<file path="config.mk">
export PLATFORM = sky130hd
export DESIGN_NAME = ptimer_unit
export DESIGN_NICKNAME = d
export VERILOG_FILES = /design/src/rtl/ptu_pkg.sv /design/src/rtl/ptu_prescaler.sv /design/src/rtl/ptu_channel.sv /design/src/rtl/ptimer_unit.sv
export SDC_FILE = /design/constraint.sdc
export NUM_CORES = 1
export LEC_CHECK = 0
export BUFFER_PORTS_ARGS = -buffer_cell sky130_fd_sc_hd__buf_2
export CORE_UTILIZATION = 40
export DETAILED_ROUTE_END_ITERATION = 16
export MAX_ROUTING_LAYER = met4
export PLACE_DENSITY = 0.66
export SLEW_MARGIN = 5
export SYNTH_ARGS = -nofsm -noshare
export SYNTH_HDL_FRONTEND = slang
export SYNTH_SLANG_ARGS = --single-unit
</file>
<file path="constraint.sdc">
create_clock -name pclk -period 2.7 [get_ports pclk]
set_input_delay 0.54 -clock pclk [delete_from_list [all_inputs] [get_ports pclk]]
set_output_delay 0.54 -clock pclk [all_outputs]
set_load 0.01 [all_outputs]
</file>
<file path="src/rtl/ptu_pkg.sv">
package ptu_pkg;
  // control word bit positions (software decodes these)
  localparam int CB_EN = 0;
  localparam int CB_RS = 1;
  localparam int CB_LD = 2;
  localparam int CB_IE = 3;
  localparam int CB_IP = 4;
  localparam int CB_CH = 5;

  // register offsets inside a 16-byte window
  localparam logic [3:0] OFS_A = 4'h0;
  localparam logic [3:0] OFS_B = 4'h4;
  localparam logic [3:0] OFS_C = 4'h8;
endpackage

</file>
<file path="src/rtl/ptu_prescaler.sv">
module ptu_prescaler #(
  parameter int SW = 16
) (
  input  logic          clk,
  input  logic          rst_n,
  input  logic          wr_val,
  input  logic          wr_rld,
  input  logic [31:0]   wdata,
  output logic [SW-1:0] val,
  output logic [SW-1:0] rld,
  output logic          tick
);
  logic [SW-1:0] val_nx, rld_nx;

  assign tick = (val == '0) && !wr_val;

  always_comb begin
    rld_nx = rld;
    val_nx = val;
    if (wr_rld) rld_nx = wdata[SW-1:0];
    if (wr_val)           val_nx = wdata[SW-1:0];
    else if (val == '0)   val_nx = rld;
    else                  val_nx = val - 1'b1;
  end

  always_ff @(posedge clk or negedge rst_n) begin
    if (!rst_n) begin
      val <= '0;
      rld <= '0;
    end else begin
      val <= val_nx;
      rld <= rld_nx;
    end
  end
endmodule

</file>
<file path="src/rtl/ptu_channel.sv">
module ptu_channel
  import ptu_pkg::*;
#(
  parameter int CW  = 16,
  parameter int IDX = 0
) (
  input  logic          clk,
  input  logic          rst_n,
  input  logic          tick,
  input  logic          prev_uf,
  input  logic          wr_cnt,
  input  logic          wr_rld,
  input  logic          wr_ctl,
  input  logic [31:0]   wdata,
  output logic [CW-1:0] cnt,
  output logic [CW-1:0] rld,
  output logic [6:0]    ctl,
  output logic          uf,
  output logic          irq,
  output logic          en_q,
  output logic          rs_q,
  output logic          ip_q
);
  logic ie_q, ch_q;
  logic [CW-1:0] cnt_nx, rld_nx;
  logic en_nx, rs_nx, ie_nx, ip_nx, ch_nx;
  logic step, chain_eff, clr_ip;

  generate
    if (IDX == 0) begin : g_head
      assign chain_eff = 1'b0;
    end else begin : g_link
      assign chain_eff = ch_q;
    end
  endgenerate

  assign step   = en_q && (chain_eff ? prev_uf : tick);
  assign uf     = step && (cnt == '0);
  assign clr_ip = wr_ctl && wdata[CB_IP];
  assign irq    = ip_q && ie_q;
  assign ctl    = {1'b0, ch_q, ip_q, ie_q, 1'b0, rs_q, en_q};

  always_comb begin
    cnt_nx = cnt;
    rld_nx = rld;
    en_nx  = en_q;
    rs_nx  = rs_q;
    ie_nx  = ie_q;
    ch_nx  = ch_q;
    // counting
    if (uf) begin
      if (rs_q) cnt_nx = rld;
      else      en_nx  = 1'b0;
    end else if (step) begin
      cnt_nx = cnt - 1'b1;
    end
    // bus writes override counting
    if (wr_rld) rld_nx = wdata[CW-1:0];
    if (wr_cnt) cnt_nx = wdata[CW-1:0];
    if (wr_ctl) begin
      en_nx = wdata[CB_EN];
      rs_nx = wdata[CB_RS];
      ie_nx = wdata[CB_IE];
      ch_nx = wdata[CB_CH];
      if (wdata[CB_LD]) cnt_nx = rld;
    end
    ip_nx = (ip_q && !clr_ip) || uf;
  end

  always_ff @(posedge clk or negedge rst_n) begin
    if (!rst_n) begin
      cnt  <= '0;
      rld  <= '0;
      en_q <= 1'b0;
      rs_q <= 1'b0;
      ie_q <= 1'b0;
      ip_q <= 1'b0;
      ch_q <= 1'b0;
    end else begin
      cnt  <= cnt_nx;
      rld  <= rld_nx;
      en_q <= en_nx;
      rs_q <= rs_nx;
      ie_q <= ie_nx;
      ip_q <= ip_nx;
      ch_q <= ch_nx;
    end
  end
endmodule

</file>
<file path="src/rtl/ptimer_unit.sv">
module ptimer_unit
  import ptu_pkg::*;
#(
  parameter int NCH      = 3,
  parameter int CNT_W    = 16,
  parameter int SCL_W    = 16,
  parameter int SEP_IRQ  = 1,
  parameter int IRQ_BASE = 5
) (
  input  logic                           pclk,
  input  logic                           presetn,
  input  logic                           psel,
  input  logic                           penable,
  input  logic                           pwrite,
  input  logic [7:0]                     paddr,
  input  logic [31:0]                    pwdata,
  output logic [31:0]                    prdata,
  output logic [(SEP_IRQ!=0?NCH:1)-1:0]  irq_o
);
  localparam logic [31:0] CFG_WORD = {22'd0, 1'b1, (SEP_IRQ != 0),
                                      5'(IRQ_BASE), 3'(NCH)};

  logic             bus_we, bus_re, base_win;
  logic             tick;
  logic [SCL_W-1:0] scl_val, scl_rld;
  logic [NCH-1:0]   uf_v, irq_v, en_v, rs_v, ip_v, wctl_v, wcnt_v, wrld_v;
  logic [CNT_W-1:0] cnt_a [NCH];
  logic [CNT_W-1:0] rld_a [NCH];
  logic [6:0]       ctl_a [NCH];
  logic [31:0]      rdata;

  assign bus_we   = psel && penable && pwrite;
  assign bus_re   = psel && !pwrite;
  assign base_win = (paddr[7:4] == 4'h0);

  ptu_prescaler #(.SW(SCL_W)) u_pre (
    .clk    (pclk),
    .rst_n  (presetn),
    .wr_val (bus_we && base_win && paddr[3:0] == OFS_A),
    .wr_rld (bus_we && base_win && paddr[3:0] == OFS_B),
    .wdata  (pwdata),
    .val    (scl_val),
    .rld    (scl_rld),
    .tick   (tick)
  );

  genvar n;
  generate
    for (n = 0; n < NCH; n++) begin : g_ch
      logic hit, prev;
      assign hit       = (paddr[7:4] == 4'(n + 1));
      assign wcnt_v[n] = bus_we && hit && paddr[3:0] == OFS_A;
      assign wrld_v[n] = bus_we && hit && paddr[3:0] == OFS_B;
      assign wctl_v[n] = bus_we && hit && paddr[3:0] == OFS_C;
      if (n == 0) begin : g_p0
        assign prev = 1'b0;
      end else begin : g_pn
        assign prev = uf_v[n-1];
      end
      ptu_channel #(.CW(CNT_W), .IDX(n)) u_ch (
        .clk     (pclk),
        .rst_n   (presetn),
        .tick    (tick),
        .prev_uf (prev),
        .wr_cnt  (wcnt_v[n]),
        .wr_rld  (wrld_v[n]),
        .wr_ctl  (wctl_v[n]),
        .wdata   (pwdata),
        .cnt     (cnt_a[n]),
        .rld     (rld_a[n]),
        .ctl     (ctl_a[n]),
        .uf      (uf_v[n]),
        .irq     (irq_v[n]),
        .en_q    (en_v[n]),
        .rs_q    (rs_v[n]),
        .ip_q    (ip_v[n])
      );
    end

    if (SEP_IRQ != 0) begin : g_sep
      assign irq_o = irq_v;
    end else begin : g_shr
      assign irq_o = |irq_v;
    end
  endgenerate

  always_comb begin
    rdata = '0;
    if (base_win) begin
      case (paddr[3:0])
        OFS_A:   rdata = 32'(scl_val);
        OFS_B:   rdata = 32'(scl_rld);
        OFS_C:   rdata = CFG_WORD;
        default: rdata = '0;
      endcase
    end
    for (int i = 0; i < NCH; i++) begin
      if (paddr[7:4] == 4'(i + 1)) begin
        case (paddr[3:0])
          OFS_A:   rdata = 32'(cnt_a[i]);
          OFS_B:   rdata = 32'(rld_a[i]);
          OFS_C:   rdata = 32'(ctl_a[i]);
          default: rdata = '0;
        endcase
      end
    end
  end

  assign prdata = bus_re ? rdata : '0;
endmodule

</file>
* Yosys cells after proc, flatten, opt, wreduce, memory -nomap -nowiden
Index checks and enable logic that the tools add are counted. W data, S select, Z words.
Word-level totals: bits in registers 143, bits of input ports 45, output and inout port bits 35, logic and storage cells 129
Cells by class: $add $sub $neg 4, equal/unequal tests 8, multiplexer cells 40, reduce and logical (&&, ||, !) cells 54
Operator list (count):
- $mux W16 | 21
- $pmux W16 S3 | 4
- $mux W32 | 4
- $logic_not A16 Y1 | 4
- $sub A16 B1 Y16 const B | 4
- $logic_and A1 B1 Y1 | 34
- $mux W1 | 11
- $eq A4 B2 Y1 const B | 2
- $logic_not A4 Y1 | 2
- $ne A2 B1 Y1 const B | 3
- $reduce_and A2 Y1 | 3
- $reduce_bool A2 Y1 | 3
- $logic_not A1 Y1 | 5
- $eq A4 B1 Y1 const B | 1
- $eq A4 B3 Y1 const B | 1
- $eq A4 B4 Y1 const B | 1
- $logic_or A1 B1 Y1 | 3

* Logic depth before layout (Yosys ltp)
depth in word-level cells 18, gate-level depth with buffers 10, depth with buffers taken out 9

* Hierarchy
From an unflattened synthesis, not the netlist that was laid out.
Second synthesis, totals: cell total of the unflattened synthesis 1134, area, all modules 10406.2 µm²
Modules (own cells, without submodules):
- ptu_channel at g_ch[1].u_ch ... | instances 2, cells each 236, area each 2237.1 µm², sequential area each 925.9 µm²
- ptu_channel at g_ch[0].u_ch | instances 1, cells each 244, area each 2349.8 µm², sequential area each 925.9 µm²
- ptimer_unit | instances 1, cells each 249, area each 1828.0 µm², sequential area each 0.0 µm²
- ptu_prescaler | instances 1, cells each 169, area each 1754.2 µm², sequential area each 800.8 µm²

* Least setup slack after synthesis
OpenSTA, ideal clock, no wires.
path type input -> output, start point input paddr[4], end point output prdata[10], arrival time 2.435 ns, data required time 2.160 ns, slack -0.275 ns, cell stages on the path 7, path through clkbuf_1 > or4b_2 > clkbuf_1 > clkbuf_1 > o22ai_1 > nor2_1 > nor4_1
Between the ends: word-level cells in the longest chain between the ends 6, elaborated cells between the ends (all ways) 9, those cells by class eq/ne: 3; mux: 5; reduce/logical: 1
Ends and longest elaborated chain:
- from (decl) | line ptimer_unit.sv:15 | input logic [7:0] paddr,
- $logic_not A4 Y1 | line ptimer_unit.sv:34 | assign base_win = (paddr[7:4] == 4'h0);
- $mux W16 | line ptimer_unit.sv:89 | if (base_win) begin
- $mux W32 (2 in series) | line ptimer_unit.sv:98 | if (paddr[7:4] == 4'(i + 1)) begin
- $mux W32 (*) | line ptimer_unit.sv:98
- $mux W32 (*) | line ptimer_unit.sv:109 | assign prdata = bus_re ? rdata : '0;
- to (decl) | line ptimer_unit.sv:17 | output logic [31:0] prdata,
Every way passes the cells marked *; elsewhere a longest branch is shown, timed or not.

* Final worst setup path
start point input paddr[1], end point output prdata[9]
Between the ends: word-level cells in the longest chain between the ends 7, elaborated cells between the ends (all ways) 12, those cells by class eq/ne: 2; mux: 9; reduce/logical: 1
Ends and longest elaborated chain:
- $eq A4 B4 Y1, or another cell as far along | line ptimer_unit.sv:90, ptimer_unit.sv:99
- $pmux W16 S3 | line ptimer_unit.sv:90 | case (paddr[3:0])
- $mux W16 | line ptimer_unit.sv:89
- $mux W32 (2 in series) | line ptimer_unit.sv:98
- $mux W32 (*) | line ptimer_unit.sv:98
- $mux W32 (*) | line ptimer_unit.sv:109
Marks and branches as above.

==> summary.md <==
| Metric | Value |
|---|---|
| Result of the run | finished with violations |
| Failing checks | negative setup slack |
| I/O pin total | 80 |
| Global-route congestion overflow total | 0 |
| Antenna violations before repair | 0 |
| Count of synthesis-stage warnings from yosys | 0 |
| Data arrival time of the critical path | 2.27 ns |
| Relative area change from synthesis to final layout | 44.27% |
| Maximum fanout along the worst path | 8 |
| Post-Syn Area per Cell | 8.791 um^2 |
| Post-layout worst setup margin | -0.1069 ns |
| Fraction of the core area covered by cells at the end of the flow | 0.5945 |
| Sequential area share after synthesis | 0.3801 |
| IR drop worst, VDD | roughly 0.00037 V |
| Register clock-pin slew on the reported worst setup and hold paths | 0.07 ns |
| Mean number of vias per cell | approximately 6.2 |
| Final max-slew violation count | 0 |
| Highest attainable clock frequency | between 0.3 and 0.4 GHz |
| Initial Util | 0.4121 |
| Proportion of layout cells with a drive suffix above 1 | 0.4272 |
| Setup violators final | 11 |
| CP endpoint kind | primary output |
| Number of enable-type register cells in the synthesized netlist | 0 |
| Dpl hpwl | 28060 um |
| Net Sw Frac | 0.2981 |
| Post-route fraction of the period consumed by the critical path | 1.040 |
| Max Cap Violations | 0 |
| Type of the setup path with the least slack | in2out |
| Buffer cell driving the clock tree root | sky130_fd_sc_hd__clkbuf_16 |
| Number of H-tree levels | 4 |
| Data required time of the critical path | roughly 2.2 ns |
| Number of buffers on the longest clock path | 2 |
| Maximum number of pins on one net before global-route repair | 52 |
| Classification of the worst-slack hold path | in2async |
| Post-route DRC violation count | 0 |
| Total Power | 5.963 mW |
| Total track usage | 0.3439 |
| Setup clock skew after layout | 0.009827 ns |
| DIE HEIGHT | around 160 um |
| Quantity of hold-fixing buffers added after cts | 0 |
| Number of antenna-violating nets in the routed design | 0 |
| Distinct cells, synth | 77 |
| Register share of total power | 0.393 |
| TritonCTS clock tree | done |
| 1st-pass router iterations | 5 |
| Chip Width | 155.4 um |
| Setup repair after global routing missed its margin | yes |
| Source-to-sink clock delay at the later pin of the worst-skew pair | ~0.44 ns |
| Power per Cell Area | between 400 and 500 nW/um^2 |
| First-pass GRT wire length | 59730 um |
| Clock power share | 0.412 |
| I/O Buffers | 47 |
| TritonCTS buffer count | 17 |
| Primary FF master, synth | sky130_fd_sc_hd__dfrtp_1 |
| Number of placement rows | 55 |
| Int Pwr | 4.186 mW |
| Overall via count from detail_route | 10410 |
| Net count of the finished layout | 1398 |
| Clock sink count | 143 |
| Fraction of registers with async set or reset after synthesis | 1.000 |
| Period minus WS final | between 2 and 3 ns |
| Number of register bits inferred by synthesis | roughly 140 |
| Combinational share of power | 0.195 |
| Weighted congestion reported at the end of routability-driven placement | 1.034 |
| Number of failing hold endpoints at the final stage | 0 |
| Number of DRC markers after the initial detailed-route iteration | about 1100 |
| Mapped Cells | 1071 |
| Worst-case headroom to the max-slew limit | 0.6099 |
| Area of the mapped netlist | roughly 9400 um^2 |
| Total inserted antenna cells | 0 |
| Area of the core region | 22850 um^2 |
| LEAKAGE | 5.953 nW |
| Routed wire length per instance | roughly 24 um |
| Fin area | 13580 um^2 |
| Die ar. | 24160 um^2 |
| Area of placed instances | 11670 um^2 |
| Routed Wire Length | 40000 um |
| Slew at the pin closest to its max-slew limit | 0.5806 ns |
| Switching power | between 1.5 and 2 mW |
| Via count of the first global-routing pass | 9833 |
| Element type at the critical path start | input port |
placed cells by master (no fill, tap or decap), types with 8 or more instances in the layout:
cell type                   count
sky130_fd_sc_hd__a21oi_1       41
sky130_fd_sc_hd__a21oi_2        8
sky130_fd_sc_hd__a221oi_1      15
sky130_fd_sc_hd__a22oi_1       26
sky130_fd_sc_hd__a22oi_2       25
sky130_fd_sc_hd__a31oi_1       11
sky130_fd_sc_hd__and2_1         8
sky130_fd_sc_hd__buf_12        13
sky130_fd_sc_hd__buf_2         41
sky130_fd_sc_hd__buf_4        245
sky130_fd_sc_hd__buf_6         30
sky130_fd_sc_hd__clkbuf_16     17
sky130_fd_sc_hd__conb_1        16
sky130_fd_sc_hd__dfrtp_1      143
sky130_fd_sc_hd__inv_1         20
sky130_fd_sc_hd__mux2_2        75
sky130_fd_sc_hd__nand2_1       95
sky130_fd_sc_hd__nand3_1       24
sky130_fd_sc_hd__nand4_1       18
sky130_fd_sc_hd__nor2_1        71
sky130_fd_sc_hd__nor2_2        10
sky130_fd_sc_hd__nor3_1        27
sky130_fd_sc_hd__nor4_1        11
sky130_fd_sc_hd__nor4_2         8
sky130_fd_sc_hd__nor4_4        11
sky130_fd_sc_hd__o21a_1        10
sky130_fd_sc_hd__o21ai_0       83
sky130_fd_sc_hd__o22ai_1       19
sky130_fd_sc_hd__o22ai_2       12
sky130_fd_sc_hd__o31ai_1        8
sky130_fd_sc_hd__xor2_1         8
sequential cells by signal, summed over array words and instances, names as in the netlist:
name / count
g_ch.u_ch.ip_q: 3
u_pre.rld: 16
g_ch.u_ch.cnt: 48
g_ch.u_ch.ie_q: 3
g_ch.u_ch.rld: 48
g_ch.u_ch.en_q: 3
g_ch.u_ch.rs_q: 3
g_ch.u_ch.ch_q: 3
u_pre.val: 16
worst max-delay path, stage by stage:
cell and delay (ns):
sky130_fd_sc_hd__buf_8 0.11, sky130_fd_sc_hd__nor4_4 0.27, sky130_fd_sc_hd__buf_6 0.17, sky130_fd_sc_hd__buf_12 0.12
sky130_fd_sc_hd__buf_16 0.12, sky130_fd_sc_hd__buf_6 0.10, sky130_fd_sc_hd__a22oi_2 0.07, sky130_fd_sc_hd__o22ai_2 0.24
sky130_fd_sc_hd__o22ai_1 0.12, sky130_fd_sc_hd__nor2_1 0.23, sky130_fd_sc_hd__buf_2 0.18
final cells by class:
cell class | count | area [um^2]
fill | 2007 | 9264
multi-input combinational | 830 | 6183
sequential | 143 | 3578
timing repair buffer | 335 | 2758
clock buffer | 19 | 432.9
tap | 313 | 391.6
clock inverter | 13 | 163.9
inverter | 20 | 75.07
synthesized netlist by cell type, types with 9 or more instances:
cell / count / area [um^2]
sky130_fd_sc_hd__a221oi_1: 23 / 201.4
sky130_fd_sc_hd__nor2_1: 82 / 307.8
sky130_fd_sc_hd__buf_4: 19 / 142.6
sky130_fd_sc_hd__and2_1: 9 / 56.30
sky130_fd_sc_hd__nand2_1: 99 / 371.6
sky130_fd_sc_hd__a21oi_1: 49 / 245.2
sky130_fd_sc_hd__nor3_1: 37 / 185.2
sky130_fd_sc_hd__or3_1: 9 / 56.30
sky130_fd_sc_hd__o31ai_1: 10 / 75.07
sky130_fd_sc_hd__o21ai_0: 90 / 450.4
sky130_fd_sc_hd__a22oi_1: 51 / 382.9
sky130_fd_sc_hd__o22ai_1: 34 / 212.7
sky130_fd_sc_hd__nor4_1: 26 / 162.7
sky130_fd_sc_hd__a31oi_1: 11 / 68.82
sky130_fd_sc_hd__nand3_1: 25 / 125.1
sky130_fd_sc_hd__inv_1: 20 / 75.07
sky130_fd_sc_hd__o21a_1: 10 / 75.07
sky130_fd_sc_hd__dfrtp_1: 143 / 3578
sky130_fd_sc_hd__nand4_1: 18 / 112.6
sky130_fd_sc_hd__mux2_2: 75 / 844.6
sky130_fd_sc_hd__clkbuf_1: 63 / 236.5
final timing paths:
check                                                    start                            end  slack [ns]  depth (start not counted)
worst max-delay path                                  paddr[1]                      prdata[9]       -0.11                         11
worst min-delay path                                   presetn  g_ch[0].u_ch.cnt[9]$_DFF_PN0_        0.02                          1
max in group asynchronous                              presetn  g_ch[1].u_ch.cnt[6]$_DFF_PN0_        1.93                          2
worst min register to register     g_ch[1].u_ch.ip_q$_DFF_PN0_    g_ch[1].u_ch.ip_q$_DFF_PN0_        0.50                          1
worst max register to register  g_ch[2].u_ch.cnt[10]$_DFF_PN0_  g_ch[2].u_ch.cnt[4]$_DFF_PN0_       -0.04                          6
min in group pclk                  g_ch[1].u_ch.ip_q$_DFF_PN0_    g_ch[1].u_ch.ip_q$_DFF_PN0_        0.50                          1
power by group through the flow:
stage	sequential [mW]	clock (mW)	combinational [mW]
after global routing	2.35	2.57	1.24
after global placement	2.36	0	0.966
after floorplan	2.37	0	0.499
after CTS	2.33	2.48	1.07
final	2.34	2.46	1.16
after detailed placement	2.36	0	0.984
metrics by stage:
stage	hold slack (ns)	setup slack, ns	cells	setup TNS [ns]
6_report	0.02381	-0.1069	1673	-0.4737
3_5_place_dp	0.4862	-0.2910	1592	-9.428
2_1_floorplan	0.2444	-0.1538	1086	-0.2345
5_1_grt	0.06166	-0.1070	1673	-1.235
4_1_cts	0.04881	-0.07855	1655	-0.3278
3_3_place_gp	0.4730	-0.2777	1592	-8.522
layer usage:
layer / GRT usage / wire length [um]
met5: - / 0
met4: 0.1639 / 1792
met3: 0.05655 / 3215
met1: 0.4686 / 17490
met2: 0.4963 / 17500
cells by family after synthesis:
family                     share of synthesized area
AOI/OAI and AO/OA                             0.2451
xor gates and xnor gates                     0.01302
adders and majority gates                   0.007973
buffers and inverters                        0.05355
DFF                                           0.3801
muxes                                        0.09714
other                                      0.0003983
and+or+nand+nor                               0.2028
repair_timing:
item,CTS,global route
gates cloned,3,0
pin swaps,35,50
setup buffers,30,20
setup endpoints to repair,40,111
resized for setup,104,80
No activity file was read; power rests on OpenSTA's default activity.
